--- config.mk ---
export PLATFORM = sky130hd
export DESIGN_NAME = mdio_master
export DESIGN_NICKNAME = d
export VERILOG_FILES = /design/src/rtl/mdio_master.sv
export SDC_FILE = /design/constraint.sdc
export NUM_CORES = 1
export LEC_CHECK = 0
export ABC_CLOCK_PERIOD_IN_PS = 2500
export CORE_ASPECT_RATIO = 0.7
export CORE_MARGIN = 2
export CORE_UTILIZATION = 44
export CTS_BUF_LIST = sky130_fd_sc_hd__clkbuf_16
export DETAILED_ROUTE_END_ITERATION = 10
export PLACE_DENSITY_LB_ADDON = 0.08
export SLEW_MARGIN = 25
export SYNTH_ARGS = -nofsm -noshare
export SYNTH_HDL_FRONTEND = slang
export SYNTH_SLANG_ARGS = --single-unit
--- constraint.sdc ---
create_clock -name clk -period 2.5 [get_ports clk]
set_input_delay 0.75 -clock clk [delete_from_list [all_inputs] [get_ports clk]]
set_output_delay 0.75 -clock clk [all_outputs]
set_load 0.02 [all_outputs]
--- src/rtl/mdio_master.sv ---
module mdio_master #(
  parameter int DIV_W    = 6,
  parameter int DIV_RST  = 3,
  parameter int PRE_BITS = 32,
  parameter int ADDR_W   = 4
) (
  input  logic              clk,
  input  logic              rst_n,
  input  logic [ADDR_W-1:0] reg_addr,
  input  logic              reg_wen,
  input  logic [31:0]       reg_wdata,
  output logic [31:0]       reg_rdata,
  output logic              mdc,
  output logic              mdio_out,
  output logic              mdio_oe,
  input  logic              mdio_in
);

  localparam int FRAME_BITS = PRE_BITS + 32;
  localparam int IDX_W      = $clog2(FRAME_BITS + 1);
  localparam int TA1        = PRE_BITS + 14;
  localparam int TA2        = PRE_BITS + 15;
  localparam int DAT0       = PRE_BITS + 16;
  localparam int LAST       = FRAME_BITS - 1;
  localparam logic [1:0] OP_RD = 2'b10;
  localparam logic [1:0] OP_WR = 2'b01;

  logic             busy, fail;
  logic [1:0]       op;
  logic [4:0]       phy, regad;
  logic [15:0]      data;
  logic             cfg_c22, cfg_nopre;
  logic [DIV_W-1:0] cfg_div, cnt;
  logic [IDX_W-1:0] idx;

  wire sel_cmd = reg_addr == ADDR_W'(0);
  wire sel_cfg = reg_addr == ADDR_W'(4);
  wire cmd_we  = reg_wen && sel_cmd && !busy;
  wire cfg_we  = reg_wen && sel_cfg && !busy;
  wire op_ok   = reg_wdata[27:26] == OP_RD || reg_wdata[27:26] == OP_WR;
  wire start   = cmd_we && reg_wdata[29] && op_ok;
  wire tick    = busy && cnt == cfg_div;
  wire is_rd   = op == OP_RD;

  logic unused_wbits;
  assign unused_wbits = &{1'b0, reg_wdata[31:30], reg_wdata[11:10],
                          reg_wdata[3:1], reg_wdata[31:13]};

  wire [31:0] hdr = {2'b01, op, phy, regad, is_rd ? 2'b11 : 2'b10, data};
  wire [4:0]  hpos = 5'(IDX_W'(LAST) - idx);

  assign mdio_out = busy ? ((idx < IDX_W'(PRE_BITS)) ? 1'b1 : hdr[hpos]) : 1'b1;
  assign mdio_oe  = busy && !(is_rd && idx >= IDX_W'(TA1));

  always_comb begin
    reg_rdata = 32'h0;
    if (sel_cmd)
      reg_rdata = {2'b00, busy, fail, op, phy, regad, data};
    else if (sel_cfg)
      reg_rdata = {19'h0, cfg_nopre, 2'b00, 6'(cfg_div), 3'b000, cfg_c22};
  end

  always_ff @(posedge clk or negedge rst_n) begin
    if (!rst_n) begin
      cfg_c22   <= 1'b1;
      cfg_nopre <= 1'b0;
      cfg_div   <= DIV_W'(DIV_RST);
    end else if (cfg_we) begin
      cfg_c22   <= reg_wdata[0];
      cfg_nopre <= reg_wdata[12];
      cfg_div   <= reg_wdata[4 +: DIV_W];
    end
  end

  always_ff @(posedge clk or negedge rst_n) begin
    if (!rst_n)
      cnt <= '0;
    else if (!busy || tick)
      cnt <= '0;
    else
      cnt <= cnt + 1'b1;
  end

  always_ff @(posedge clk or negedge rst_n) begin
    if (!rst_n) begin
      busy  <= 1'b0;
      fail  <= 1'b0;
      op    <= 2'b00;
      phy   <= 5'h0;
      regad <= 5'h0;
      data  <= 16'h0;
      mdc   <= 1'b0;
      idx   <= '0;
    end else if (cmd_we) begin
      op    <= reg_wdata[27:26];
      phy   <= reg_wdata[25:21];
      regad <= reg_wdata[20:16];
      data  <= reg_wdata[15:0];
      if (start) begin
        busy <= 1'b1;
        fail <= 1'b0;
        mdc  <= 1'b0;
        idx  <= cfg_nopre ? IDX_W'(PRE_BITS) : '0;
      end
    end else if (tick) begin
      if (!mdc) begin
        mdc <= 1'b1;
        if (is_rd && idx == IDX_W'(TA2))
          fail <= mdio_in != 1'b0;
        if (is_rd && idx >= IDX_W'(DAT0))
          data <= {data[14:0], mdio_in};
      end else begin
        mdc <= 1'b0;
        if (idx == IDX_W'(LAST))
          busy <= 1'b0;
        else
          idx <= idx + 1'b1;
      end
    end
  end

  assert_idle_quiet_R10: assert property (@(posedge clk) disable iff (!rst_n)
    !busy |-> !mdc && !mdio_oe);

  assert_data_stable_R5: assert property (@(posedge clk) disable iff (!rst_n)
    busy && $past(busy) && mdc && $past(mdc) |-> $stable(mdio_out) && $stable(mdio_oe));

  assert_half_period_R4: assert property (@(posedge clk) disable iff (!rst_n)
    busy && $past(busy) && (mdc != $past(mdc)) |-> $past(cnt) == $past(cfg_div));

  assert_busy_locked_R3: assert property (@(posedge clk) disable iff (!rst_n)
    busy && $past(busy) |-> $stable(op) && $stable(phy) && $stable(regad) && $stable(cfg_div)
                            && $stable(cfg_nopre));

  assert_fail_on_read_R7: assert property (@(posedge clk) disable iff (!rst_n)
    $rose(fail) |-> op == OP_RD);

  assert_released_in_reply_R6: assert property (@(posedge clk) disable iff (!rst_n)
    busy && is_rd && $past(busy) && $past(mdio_oe) && !mdio_oe |-> idx == IDX_W'(TA1));

endmodule

==> impl_results.md <==
- Design area: roughly 4600 um2
- Yosys cell types: 45
- Fillers: approximately 460
- Proportion of layout cells with a drive suffix above 1: 0.392
- Internal power: approximately 2300 uW
- Number of CTS-inserted buffers: 5
- Unrepaired setup endpoints after global routing: yes
- Detailed Place HPWL: roughly 6200 um
- WL final: 9350 um
- Largest net degree at the start of global routing: 34
- Die Area: between 7000 and 8000 um2
- Setup crit end kind: output port
- Worst-path fanout max: 5
- Required time of the critical path: ~1800 ps
- Skew final: approximately 8.3 ps
- DRT antenna net count: 0
- Net Switching: ~1100 uW
- CTS root buffer: clkbuf_16
- Drt drc: 0
- Setup tns final: -1630 ps
- Final Worst Setup Slack: -391 ps
- Final setup vio count: 21
- Post-cts hold buffer count: 0
- Max VDD drop: approximately 0.37 mV
- Status: finished, violations left
- Post-synthesis cell count: between 200 and 300
- Die width: a little over 100 um
- Period utilisation layout: 1.16
- Final hold vios: 0
- CP arrival: approximately 2100 ps
- Port bufs: 69
- GPL Wtd Cong: between 0.8 and 0.9
- Critical path startpoint: idx[0]
- Yosys warnings: 0
- Finished Layout Cells: roughly 500
- Yosys reg bits: 52
- Count leader, synth: nand2_1
- Pwr dens: around 730 nW/um2
- Vias in the first global route: 2706
- Power share of the combinational group: 0.338
- Placed insts: 490
- N_diodes: 0
- Top FF cell, synth: dfrtp_1
- Number of synthesized flops with an enable pin: 0
- Area leader, netlist: dfrtp_1
- P_leak: between 0.002 and 0.0025 uW
- Reg clk slew, reported paths: about 70 ps
- Max Cap Viol: 0
- Layout area overhead: 57.0%
- Global-route wire length before repair: 14400 um
- Later-pin clock latency in the skew report: around 300 ps
- Number of I/O pins: 75
- Num Clock Sinks: between 50 and 60
- Vert. Die Dim: between 70 and 80 um
- Maximum clock rate: approximately 350 MHz
- Synth Cell Area: 2940 um2
- Part of the Yosys area used for sequential elements: 0.444
- Kind of critical path: reg -> out
- Yosys top cell area share: 0.417
- Initial Utilization: 0.464
- Placed Area: 4060 um2
- Worst hold slack: just over 400 ps
- Vias/cell: approximately 5.4
- RR Startpoint: idx[0]
- Fin crit period: between 2000 and 3000 ps
- H-Tree Depth: 2
- Routed vias: approximately 2.8k
- Initial antenna violation count: 0
- Asr flop ratio synth: 1.00
- Iter 0 DRT Violations: about 160
- CP startpoint kind: register
- CTS tree: built
- Ranking of synthesized cells by area: dfrtp_1 42%, nand2_1 7.4%, mux4_2 5.4%, and2_1 5.3%, mux2i_1 3.1%
- Sequential share of power: 0.367
- Row count: 24
- Synth top cells by count: 58 x nand2_1, 49 x dfrtp_1, 25 x and2_1
- Total congestion overflow: 0
- Mean post-synth cell area: 9.89 um2
- Maximum clock path buffer count: 2
- Failing checks: negative setup slack
- Net Sw Frac: 0.311
- Pins Over Slew Limit: 0
- Core Box Area: around 6300 um2
- Worst hold path type: in -> async
- WL/cell: about 18 um
- First-pass DRT Iterations: 4
- Gr usage total: 0.259
- Clock power share: 0.295
- Fin nets: 464
==> stage by stage <==
| stage | setup slack, ps | utilization | power, uW |
|---|---|---|---|
| floorplan | 1.14 | - | 1810 |
| global placement | -812 | 0.641 | 2300 |
| detailed placement | -847 | 0.641 | 2320 |
| CTS | -399 | 0.696 | 3350 |
| global route | -476 | 0.728 | 3560 |
| finish | -391 | 0.728 | 3380 |
==> worst max-delay path, stage by stage, from the launching register on <==
cell and delay (ps):
dfrtp_2 460, mux4_2 530, mux4_2 490, nand2_2 80, o311ai_1 100, buf_2 180
==> power by group through the flow <==
| stage | Sequential [uW] | Clock [uW] | Combinational [uW] |
|---|---|---|---|
| 2_1_floorplan | 1160 | 0 | 644 |
| 3_3_place_gp | 1240 | 0 | 1060 |
| 6_report | 1240 | 999 | 1140 |
| 3_5_place_dp | 1240 | 0 | 1080 |
| 4_1_cts | 1230 | 1000 | 1110 |
| 5_1_grt | 1270 | 1040 | 1250 |
==> cell families after synthesis <==
| group | Yosys count | synth area share |
|---|---|---|
| AOI/OAI and AO/OA | 58 | 0.141 |
| other | 1 | 0.00128 |
| and+or+nand+nor | 124 | 0.221 |
| muxes | 24 | 0.115 |
| DFF | 52 | 0.444 |
| xor gates and xnor gates | 11 | 0.0328 |
| buffers and inverters | 25 | 0.0366 |
| adders and majority gates | 2 | 0.00852 |
==> timing repair <==
item,in CTS,in global routing
setup buffers,5,7
gates resized for setup,212,44
cloned,3,3
endpoints found under the setup margin,36,29
pin swaps,19,5
==> flip-flops by register name, indices dropped and copies added (netlist names) <==
register,cells
idx,7
phy,5
mdc,1
cnt,6
busy,1
fail,1
regad,5
data,16
cfg_nopre,1
cfg_div,6
cfg_c22,1
op,2
==> worst paths after layout <==
path,end,slack (ps),cells after the start
hold reg to reg,cnt[0],530,1
min in group clk,cnt[0],530,1
setup / recovery,mdio_out,-390,5
max in group asynchronous,cfg_c22,1470,2
setup reg to reg,idx[3],280,8
hold / removal,idx[3],410,1
==> layout make-up <==
class                   count  area [um2]  area share
flip-flops and latches     52        1310       0.284
clock buffers               5         125      0.0271
well taps                  91         114      0.0247
clock inverters             3        90.1      0.0195
multi-input cells         221        1600       0.347
inverters                   6        22.5     0.00488
repair buffers            136        1350       0.293
==> routing by layer <==
metal  track usage  vias to the layer above  share of wire
li1              -                     1307              -
met1         0.385                     1356           0.47
met2         0.398                      112           0.45
met3        0.0434                       12          0.067
met4        0.0541                        0          0.015
met5             0                        -              0
==> layout by cell type, fill, tap and decap left out, drive strengths merged, types with 2 or more instances in the layout <==
cell,count
dfrtp,49
inv,6
xnor2,2
nand3,7
and3,5
bufinv,3
and2,25
conb,2
nor2,11
a22o,9
ha,2
a31oi,4
dfstp,3
and4,2
a221o,4
a31o,2
nand2b,2
o22ai,5
nor3,3
mux2,8
clkbuf,8
or4,2
o31ai,4
nor4,3
xor2,9
nand2,58
clkdlybuf4s50,32
o21ai,12
nor2b,3
o21a,2
mux2i,9
buf,101
mux4,7
a21oi,10
No activity file was read; power rests on OpenSTA's default activity.
